--- src/rtl/drd_pkg.sv ---
package drd_pkg;

    typedef enum logic [1:0] {
        ST_IDLE  = 2'd0,
        ST_GRP_A = 2'd1,
        ST_GRP_B = 2'd2
    } drd_state_e;

    typedef enum logic [1:0] {
        SHAPE_QUIET0 = 2'b00,
        SHAPE_PULSE  = 2'b01,
        SHAPE_CLOCK  = 2'b10,
        SHAPE_QUIET1 = 2'b11
    } drd_shape_e;

    localparam int DRD_MIN_DIV = 2;

endpackage

--- src/rtl/drd_cfg.sv ---
module drd_cfg
    import drd_pkg::*;
#(
    parameter int FW    = 12,
    parameter int REG_W = 32
) (
    input  logic             clk_i,
    input  logic             rst_ni,
    input  logic             cfg0_we_i,
    input  logic [REG_W-1:0] cfg0_wd_i,
    input  logic             cfg1_we_i,
    input  logic [REG_W-1:0] cfg1_wd_i,
    input  logic             load_i,
    output logic             en_o,
    output drd_shape_e       shape_o,
    output logic [FW-1:0]    n0_o,
    output logic [FW-1:0]    n1_o,
    output logic [FW-1:0]    m0_o,
    output logic [FW-1:0]    m1_o
);
    localparam int EN_BIT  = REG_W - 1;
    localparam int SHP_HI  = REG_W - 3;
    localparam int SHP_LO  = REG_W - 4;
    localparam logic [FW-1:0] MIN_N = FW'(DRD_MIN_DIV);

    logic [FW-1:0] sh_n0, sh_n1, sh_m0, sh_m1;
    logic [FW-1:0] act_n0, act_n1, act_m0, act_m1;
    logic          sh_en;
    logic [1:0]    sh_shape;
    logic          unused_cfg_bits;

    assign unused_cfg_bits = ^{cfg0_wd_i[SHP_LO-1:2*FW], cfg0_wd_i[REG_W-2],
                               cfg1_wd_i[REG_W-1:2*FW]};

    // Shadow capture: takes every write at once
    always_ff @(posedge clk_i or negedge rst_ni) begin
        if (!rst_ni) begin
            sh_n0    <= '0;
            sh_n1    <= '0;
            sh_shape <= '0;
            sh_en    <= 1'b0;
            sh_m0    <= '0;
            sh_m1    <= '0;
        end else begin
            if (cfg0_we_i) begin
                sh_n0    <= cfg0_wd_i[FW-1:0];
                sh_n1    <= cfg0_wd_i[2*FW-1:FW];
                sh_shape <= cfg0_wd_i[SHP_HI:SHP_LO];
                sh_en    <= cfg0_wd_i[EN_BIT];
            end
            if (cfg1_we_i) begin
                sh_m0 <= cfg1_wd_i[FW-1:0];
                sh_m1 <= cfg1_wd_i[2*FW-1:FW];
            end
        end
    end

    // Working set: only refreshed on start or pattern wrap
    always_ff @(posedge clk_i or negedge rst_ni) begin
        if (!rst_ni) begin
            act_n0 <= MIN_N;
            act_n1 <= MIN_N;
            act_m0 <= '0;
            act_m1 <= '0;
        end else if (load_i) begin
            act_n0 <= (sh_n0 < MIN_N) ? MIN_N : sh_n0;
            act_n1 <= (sh_n1 < MIN_N) ? MIN_N : sh_n1;
            act_m0 <= sh_m0;
            act_m1 <= sh_m1;
        end
    end

    assign en_o    = sh_en;
    assign shape_o = drd_shape_e'(sh_shape);
    assign n0_o    = act_n0;
    assign n1_o    = act_n1;
    assign m0_o    = act_m0;
    assign m1_o    = act_m1;

    // working set frozen between pattern boundaries
    a_r8_hold_between_groups: assert property (@(posedge clk_i) disable iff (!rst_ni)
        !load_i |=> ($stable(act_n0) && $stable(act_n1) && $stable(act_m0) && $stable(act_m1)));

    // working divisors never below the minimum
    a_r10_min_divisor: assert property (@(posedge clk_i) disable iff (!rst_ni)
        load_i |=> (act_n0 >= MIN_N && act_n1 >= MIN_N));

endmodule

--- src/rtl/drd_fsm.sv ---
module drd_fsm
    import drd_pkg::*;
#(
    parameter int FW = 12
) (
    input  logic          clk_i,
    input  logic          rst_ni,
    input  logic          en_i,
    input  logic [FW-1:0] n0_i,
    input  logic [FW-1:0] n1_i,
    input  logic [FW-1:0] m0_i,
    input  logic [FW-1:0] m1_i,
    output logic          run_o,
    output logic          term_o,
    output logic          load_o,
    output logic [FW-1:0] cnt_o,
    output logic [FW-1:0] half_o
);
    drd_state_e    state_q, state_d;
    logic [FW-1:0] cnt_q, rep_q;
    logic [FW-1:0] n_cur, m_cur;
    logic          run, term, last;

    always_comb begin
        n_cur = (state_q == ST_GRP_B) ? n1_i : n0_i;
        m_cur = (state_q == ST_GRP_B) ? m1_i : m0_i;
        run   = (state_q != ST_IDLE);
        term  = run && (cnt_q == n_cur - FW'(1));
        last  = term && (rep_q == m_cur);
    end

    // Next-state selection
    always_comb begin
        state_d = state_q;
        if (!en_i) begin
            state_d = ST_IDLE;                          // HALT
        end else begin
            unique case (state_q)
                ST_IDLE:  state_d = ST_GRP_A;           // START
                ST_GRP_A: if (last) state_d = ST_GRP_B; // A_DONE
                ST_GRP_B: if (last) state_d = ST_GRP_A; // WRAP
                default:  state_d = ST_IDLE;
            endcase
        end
    end

    // State register
    always_ff @(posedge clk_i or negedge rst_ni) begin
        if (!rst_ni) state_q <= ST_IDLE;
        else         state_q <= state_d;
    end

    // Period and repeat counters
    always_ff @(posedge clk_i or negedge rst_ni) begin
        if (!rst_ni) begin
            cnt_q <= '0;
            rep_q <= '0;
        end else if (!en_i || !run) begin
            cnt_q <= '0;
            rep_q <= '0;
        end else if (term) begin
            cnt_q <= '0;
            rep_q <= last ? '0 : rep_q + FW'(1);
        end else begin
            cnt_q <= cnt_q + FW'(1);
        end
    end

    assign run_o  = run;
    assign term_o = term;
    assign load_o = en_i && ((state_q == ST_IDLE) || (state_q == ST_GRP_B && last));
    assign cnt_o  = cnt_q;
    assign half_o = n_cur >> 1;

    // run bit low sends the controller to IDLE
    a_r9_idle_when_off: assert property (@(posedge clk_i) disable iff (!rst_ni)
        !en_i |=> (state_q == ST_IDLE));

    // period counter stays inside the current divisor
    a_r4_cnt_in_range: assert property (@(posedge clk_i) disable iff (!rst_ni)
        run |-> (cnt_q < n_cur));

    // repeat counter stays inside the current group length
    a_r4_rep_in_range: assert property (@(posedge clk_i) disable iff (!rst_ni)
        run |-> (rep_q <= m_cur));

    // period ends are never back to back
    a_r5_term_isolated: assert property (@(posedge clk_i) disable iff (!rst_ni)
        term |=> !term);

endmodule

--- src/rtl/drd_out.sv ---
module drd_out
    import drd_pkg::*;
#(
    parameter int FW = 12
) (
    input  logic          clk_i,
    input  logic          rst_ni,
    input  logic          en_i,
    input  drd_shape_e    shape_i,
    input  logic          run_i,
    input  logic          term_i,
    input  logic [FW-1:0] cnt_i,
    input  logic [FW-1:0] half_i,
    output logic          div_o
);
    logic div_q;

    // Output process
    always_ff @(posedge clk_i or negedge rst_ni) begin
        if (!rst_ni) begin
            div_q <= 1'b0;
        end else if (!en_i) begin
            div_q <= 1'b0;
        end else begin
            unique case (shape_i)
                SHAPE_PULSE: div_q <= term_i;
                SHAPE_CLOCK: div_q <= run_i && (cnt_i < half_i);
                default:     div_q <= 1'b0;
            endcase
        end
    end

    assign div_o = div_q;

    // output forced low once the run bit is clear
    a_r9_out_low_off: assert property (@(posedge clk_i) disable iff (!rst_ni)
        !en_i |=> !div_o);

    // quiet selector codes keep the output low
    a_r7_quiet_shape: assert property (@(posedge clk_i) disable iff (!rst_ni)
        (shape_i == SHAPE_QUIET0 || shape_i == SHAPE_QUIET1) |=> !div_o);

endmodule

--- src/rtl/dual_ratio_divider.sv ---
module dual_ratio_divider
    import drd_pkg::*;
#(
    parameter int FW    = 12,
    parameter int REG_W = 32
) (
    input  logic             clk_i,
    input  logic             rst_ni,
    input  logic             cfg0_we_i,
    input  logic [REG_W-1:0] cfg0_wd_i,
    input  logic             cfg1_we_i,
    input  logic [REG_W-1:0] cfg1_wd_i,
    output logic             div_o
);
    logic          en, run, term, load;
    drd_shape_e    shape;
    logic [FW-1:0] n0, n1, m0, m1, cnt, half;

    drd_cfg #(.FW(FW), .REG_W(REG_W)) u_cfg (
        .clk_i     (clk_i),
        .rst_ni    (rst_ni),
        .cfg0_we_i (cfg0_we_i),
        .cfg0_wd_i (cfg0_wd_i),
        .cfg1_we_i (cfg1_we_i),
        .cfg1_wd_i (cfg1_wd_i),
        .load_i    (load),
        .en_o      (en),
        .shape_o   (shape),
        .n0_o      (n0),
        .n1_o      (n1),
        .m0_o      (m0),
        .m1_o      (m1)
    );

    drd_fsm #(.FW(FW)) u_fsm (
        .clk_i  (clk_i),
        .rst_ni (rst_ni),
        .en_i   (en),
        .n0_i   (n0),
        .n1_i   (n1),
        .m0_i   (m0),
        .m1_i   (m1),
        .run_o  (run),
        .term_o (term),
        .load_o (load),
        .cnt_o  (cnt),
        .half_o (half)
    );

    drd_out #(.FW(FW)) u_out (
        .clk_i   (clk_i),
        .rst_ni  (rst_ni),
        .en_i    (en),
        .shape_i (shape),
        .run_i   (run),
        .term_i  (term),
        .cnt_i   (cnt),
        .half_i  (half),
        .div_o   (div_o)
    );

endmodule

--- config.mk ---
export PLATFORM = sky130hd
export DESIGN_NAME = dual_ratio_divider
export DESIGN_NICKNAME = d
export VERILOG_FILES = /design/src/rtl/drd_pkg.sv /design/src/rtl/drd_cfg.sv /design/src/rtl/drd_fsm.sv /design/src/rtl/drd_out.sv /design/src/rtl/dual_ratio_divider.sv
export SDC_FILE = /design/constraint.sdc
export NUM_CORES = 1
export LEC_CHECK = 0
export ABC_AREA = 0
export CAP_MARGIN = 20
export CORE_AREA = 3 3 95 187
export CTS_BUF_LIST = sky130_fd_sc_hd__clkbuf_4 sky130_fd_sc_hd__clkbuf_8
export CTS_CLUSTER_DIAMETER = 200
export CTS_CLUSTER_SIZE = 14
export DETAILED_ROUTE_END_ITERATION = 10
export DIE_AREA = 0 0 98 190
export PLACE_DENSITY = 0.68
export SETUP_SLACK_MARGIN = 0.15
export SYNTH_ARGS = -nofsm -noshare
export SYNTH_HDL_FRONTEND = slang
export SYNTH_SLANG_ARGS = --single-unit
--- constraint.sdc ---
create_clock -name clk_i -period 3.1 [get_ports clk_i]
set_input_delay 0.31 -clock clk_i [delete_from_list [all_inputs] [get_ports clk_i]]
set_output_delay 0.31 -clock clk_i [all_outputs]
set_load 0.005 [all_outputs]
---- Word-level counts from Yosys, hierarchy flattened ----
Cells that the tools add are included.
word-level totals
  register bits ........................... 126
  input port bits ......................... 68
  output and inout port bits .............. 1
  word-level logic and storage cells ...... 56
cells by class
  add/subtract/negate cells ............... 3
  order comparisons ....................... 3
  equal/unequal tests ..................... 8
  mux-type cells .......................... 15
  reductions and logical operators ........ 13
operators with widths
  cell                                                         count
  two-way mux 12 bit                                           9
  adder 12 x 1 -> 12 bit, second input constant                2
  == test 12 bit                                               2
  less-than comparator 12 x 2 -> 1 bit, second input constant  2
  less-than comparator 12 x 11 -> 1 bit                        1
  subtractor 12 x 1 -> 12 bit, second input constant           1
  two-way mux 2 bit                                            3
  != test 3 x 2 -> 1 bit, second input constant                2
  case mux 2 bit (3 select lines)                              1
  logical AND 1 bit                                            5
  == test 2 x 1 -> 1 bit, second input constant                2
  == test 2 bit, second input constant                         2
  nonzero test 2 bit                                           2
  logical NOT 1 bit                                            2
  logical NOT 2 bit                                            1
  logical OR 1 bit                                             2
  case mux 1 bit (2 select lines)                              1
  AND reduction 2 bit                                          1
  two-way mux 1 bit                                            1

---- Depth between registers and ports, before layout ----
  depth after elaboration ................. 9
  depth in mapped cells ................... 17
  depth with buffers taken out ............ 12

---- Modules after synthesis ----
A second synthesis with hierarchy kept.
unflattened totals
  cell total of the unflattened synthesis .. 551
  area, all modules ....................... 6421.2 um2
modules (own cells, without submodules)
  module   times used  cells an instance  area each (um2)  seq. area each (um2)
  drd_cfg  1           219                3728.6           2479.9
  drd_fsm  1           287                2332.2           650.6
  drd_out  1           45                 360.3            25.0

---- Worst setup path after synthesis ----
Ideal clock, no wire load.
  kind .................................... reg-to-reg
  from .................................... register u_fsm.state_q[0]
  to ...................................... register u_cfg.act_m0[10], in the netlist u_cfg.m0_o[10]
  library setup time ...................... 0.125 ns
  arrival time ............................ 3.213 ns
  required time ........................... 2.975 ns
  setup slack ............................. -0.238 ns
  cell stages (with the launch flop) ...... 18
  path buffers ............................ 6
  clock period less this slack ............ 3.338 ns
  cell sequence ........................... dfrtp_1 -> buf_6 -> nand2b_1 -> buf_4 -> buf_2 -> mux2i_1 -> ha_1 -> nor4b_1 -> a22oi_1 -> or2_2 -> a21boi_0 -> mux2i_1 -> and4bb_1 -> buf_4 -> a21oi_2 -> buf_6 -> buf_6 -> mux2_4
on the way
  word-level cells in the longest chain between the ends .. 9
  elaborated cells between the ends (all ways) .. 13
  classes of those cells .................. add/sub: 1; eq/ne: 3; mux: 2; reduce/logical: 7
RTL lines
  element                      line                                         source
  start: declaration           drd_fsm.sv:19                                drd_state_e state_q, state_d;
  start signal: assignment     drd_fsm.sv:50                                else state_q <= state_d;
  == test 2 bit                drd_fsm.sv:25, drd_fsm.sv:26, drd_fsm.sv:71
  two-way mux 12 bit           drd_fsm.sv:25                                n_cur = (state_q == ST_GRP_B) ? n1_i : n0_i;
  subtractor 12 x 1 -> 12 bit  drd_fsm.sv:28                                term = run && (cnt_q == n_cur - FW'(1));
  == test 12 bit               drd_fsm.sv:28
  logical AND 1 bit            drd_fsm.sv:28
  logical AND 1 bit            drd_fsm.sv:29                                last = term && (rep_q == m_cur);
  logical AND 1 bit            drd_fsm.sv:71                                assign load_o = en_i && ((state_q == ST_IDLE) || (state_q == ST_GRP_B && last));
  logical OR 1 bit *           drd_fsm.sv:71
  logical AND 1 bit *          drd_fsm.sv:71
  end signal: assignment       drd_cfg.sv:68                                act_m0 <= sh_m0;
  end: declaration             drd_cfg.sv:27                                logic [FW-1:0] act_n0, act_n1, act_m0, act_m1;
Mark *: on every way between the ends. The rest lies on a longest branch, timed or not.
A chain may end at the register's enable or synchronous reset.

---- Worst setup path after layout ----
  from .................................... register u_fsm.state_q[1]
  to ...................................... register u_cfg.act_n0[3], in the netlist u_cfg.n0_o[3]
on the way
  word-level cells in the longest chain between the ends .. 9
  elaborated cells between the ends (all ways) .. 13
  classes of those cells .................. add/sub: 1; eq/ne: 3; mux: 2; reduce/logical: 7
RTL lines
  element                      line                                         source
  == test 2 bit                drd_fsm.sv:25, drd_fsm.sv:26, drd_fsm.sv:71
  two-way mux 12 bit           drd_fsm.sv:25
  subtractor 12 x 1 -> 12 bit  drd_fsm.sv:28
  == test 12 bit               drd_fsm.sv:28
  logical AND 1 bit            drd_fsm.sv:28
  logical AND 1 bit            drd_fsm.sv:29
  logical AND 1 bit            drd_fsm.sv:71
  logical OR 1 bit *           drd_fsm.sv:71
  logical AND 1 bit *          drd_fsm.sv:71
  end signal: assignment       drd_cfg.sv:66                                act_n0 <= (sh_n0 < MIN_N) ? MIN_N : sh_n0;
  end: declaration             drd_cfg.sv:27
Marked as above.

==> impl_metrics.csv <==
group,metric,value,unit
outcome,status,"finished with violations",
outcome,violations,"negative setup slack",
grt,overflow,0,
clock_network,htreeDepth,4,
floorplanning,rows,66,
timing,slew_viol_final,0,
final_layout,final_layout_size_suffix_gt1_frac,0.3043,
timing,max_freq,0.3202,GHz
yosys,yosysSeqAreaShare,0.4830,
timing,hold_viol,0,
setup_path,crit_arrival,3460,ps
timing,rsz0062_at_grt,"true",
timing,setup_viol,22,
grt,grt_max_degree,62,
floorplanning,io_pins,69,
floorplanning,dieHeight,190,µm
drt,firstDrtPassIters,5,
grt,grt_pass1_vias,5029,
clock_network,insertion_delay,460,ps
final_layout,fin_cells,858,
yosys,synthArstFlopShare,1.000,
grt,grt_pass1_wl,25.23,mm
clock_network,numCtsBuffers,17,
timing,min_period,3123,ps
drt,drc,0,
yosys,avgSynthCellArea,11.86,µm²
yosys,ys_types,61,
timing,period_share,1.007,
placement,placed_cells,812,
grt,antenna_found_initial,0,
drt,drt_wl_total,16.29,mm
power_and_ir_drop,peakVddDrop,0.3118,mV
clock_network,clkSinkCount,126,
yosys,yosys_warnings,0,
placement,pre_cts_ws,-77.96,ps
setup_path,r2r.worst_path.cells,13,
final_layout,antenna_cells,0,
drt,drt-wirelength-per-cell,18.99,µm
power_and_ir_drop,fin_total_pwr,0.004717,W
setup_path,critPathMaxFanout,6,
power_and_ir_drop,p_per_area,573.0,nW/µm²
timing,worst_slack,-22.87,ps
power_and_ir_drop,power.leakage,3.677,nW
clock_network,cts_root_buf,"clkbuf_8",
yosys,synth_common_cells,"124 x dfrtp_1, 49 x mux2_2, 31 x nor2_1, 30 x mux2_1, 25 x nand2_1",
timing,relSlewSlack,0.6351,
yosys,synth.top_cell.area_share,0.4749,
timing,clock_skew,14.83,ps
run,maxCapViolCount,0,
floorplanning,initial_core_util,0.3976,
placement,gp_congestion,0.8587,
setup_path,endpoint_kind,"flip-flop",
yosys,synth_edf_count,0,
yosys,synthTopCellsByArea,"dfrtp_1 47%, mux2_2 8.4%, mux2_1 5.2%, mux2_4 4.4%, mux2i_1 3.2%",
setup_path,required,3430,ps
floorplanning,coreArea,16430,µm²
hold_path,hold_class,"input pin to async pin",
placement,post-dp-hpwl,11.23,mm
yosys,synth_fp_nets,634,
timing,worst_slew_pin_slew,547.3,ps
yosys,synth.most_common_cell,"dfrtp_1",
clock_network,cts_tree,"built",
drt,routed_via_density,5.428,
placement,io_buffers,55,
clock_network,ctsLongestPathBuffers,2,
floorplanning,die_w,98,µm
final_layout,area_growth,25.99,%
yosys,synth_largest_area_cell,"dfrtp_1",
drt,drt_iter0_markers,167,
floorplanning,fp.dieArea,18620,µm²
yosys,synthFlopType,"dfrtp_1",
setup_path,critPathKind,"flip-flop to flip-flop",
yosys,synth_seq_cells,126,
clock_network,cts.clk_slew.worst_paths,90,ps
final_layout,layout.nets,724,
setup_path,worstSetupStartpointType,"flip-flop",
yosys,syn_inst,551,
grt,grtUsageTotal,0.1729,
drt,antenna_left,0,
drt,vias,4657,
yosys,syn_area,6534,µm²
-- worst paths after layout --
check | start | to | slack [ps]
min in group clk_i | cfg0_wd_i[29] | u_cfg.shape_o[1] | 440
worst max register to register | u_fsm.state_q[1] | u_cfg.n0_o[3] | -20
max in group asynchronous | rst_ni | u_fsm.cnt_o[0] | 1960
worst max-delay path | u_fsm.state_q[1] | u_cfg.n0_o[3] | -20
worst min-delay path | rst_ni | u_cfg.m1_o[8] | 360
worst min register to register | u_cfg.sh_m0[7] | u_cfg.m0_o[7] | 510
-- per-layer routing --
| metal | track usage | wire length, µm | vias to the layer above |
|---|---|---|---|
| li1 | - | - | 2166 |
| met1 | 0.1766 | 5681 | 2321 |
| met2 | 0.3254 | 9350 | 117 |
| met3 | 0.04220 | 531 | 53 |
| met4 | 0.07840 | 730 | 0 |
| met5 | 0 | 0 | - |
-- cells by family (layout without fill, tap and decap cells) --
group / count (synthesis) / in the layout / share of synthesized area
buffers and inverters: 45 / 148 / 0.03543
AOI/OAI and AO/OA: 72 / 72 / 0.08005
adders and majority gates: 15 / 15 / 0.02872
muxes: 121 / 121 / 0.2162
and+or+nand+nor: 147 / 147 / 0.1231
DFF: 126 / 126 / 0.4830
xor gates and xnor gates: 25 / 25 / 0.03351
-- worst max-delay path: stages (launching register included) --
cell       delay (ps)
dfrtp_2           470
nor2b_4           160
mux2i_2           160
ha_2              210
nor4bb_4          150
a22oi_2           260
nor3_1             80
a2111oi_0         340
and3_1            220
and4bb_4          270
a21oi_4            70
buf_6             150
clkbuf_16         170
mux2_4            300
-- power by group --
part	total, W	switching, W	internal, W
Clock	0.00142	0.000761	0.000658
Sequential	0.00215	0.000255	0.00190
Combinational	0.00114	0.000464	0.000679
Total	0.00472	0.00148	0.00324
-- metrics by stage --
stage	utilization	hold slack, ps	cell area [µm²]	setup TNS, ps
4_1_cts	0.4837	382.3	7949	-49.16
2_1_floorplan	-	14.41	6604	-1030
3_5_place_dp	0.4550	320.6	7477	-1931
3_3_place_gp	0.4550	314.7	7477	0
6_report	0.5009	362.2	8232	-279.3
5_1_grt	0.5009	404.1	8232	-7383
-- sequential cells by signal, summed over array words and instances (netlist names) --
signal and cells:
u_cfg.en_o 1, u_cfg.m0_o 12, u_cfg.m1_o 12, u_cfg.n0_o 12, u_cfg.n1_o 12, u_cfg.sh_m0 12, u_cfg.sh_m1 12, u_cfg.sh_n0 12
u_cfg.sh_n1 12, u_cfg.shape_o 2, u_fsm.cnt_o 12, u_fsm.rep_q 12, u_fsm.state_q 2, u_out.div_o 1
-- layout by cell type (no fill, tap or decap), types with 3 or more instances in the layout --
cell,n
nor3_1,12
ha_1,14
o21ai_0,11
xnor2_1,13
buf_6,6
mux2i_1,18
a21o_1,5
nand2_1,24
clkinv_4,4
inv_6,5
mux2_2,49
o21a_1,4
buf_12,5
dfrtp_1,122
buf_4,24
and3_1,11
nor4_1,7
o21ai_1,7
clkdlybuf4s50_1,54
inv_1,19
clkbuf_8,17
nand3_1,13
nor2_1,30
nor3b_1,5
mux2i_2,5
o22ai_1,3
a32o_1,12
nand2b_1,11
a21oi_1,7
xor2_1,12
mux2_4,47
clkbuf_16,4
a22oi_1,3
nor2b_1,13
-- timing repair --
action	in CTS	in global routing
pin swaps	0	9
endpoints found under the hold margin	36	0
endpoints found under the setup margin	75	75
gates cloned	0	6
buffers inserted	2	5
hold buffers	1	0
resized for setup	18	36
-- layout make-up --
type	count	area, µm²
clock buffer	17	234.0
clock inverter	15	151.4
fill	1449	8202
inverter	21	78.83
multi-input combinational	380	3341
sequential	126	3158
tap	204	255.2
timing repair buffer	95	1013
No activity file was read; power rests on OpenSTA's default activity.
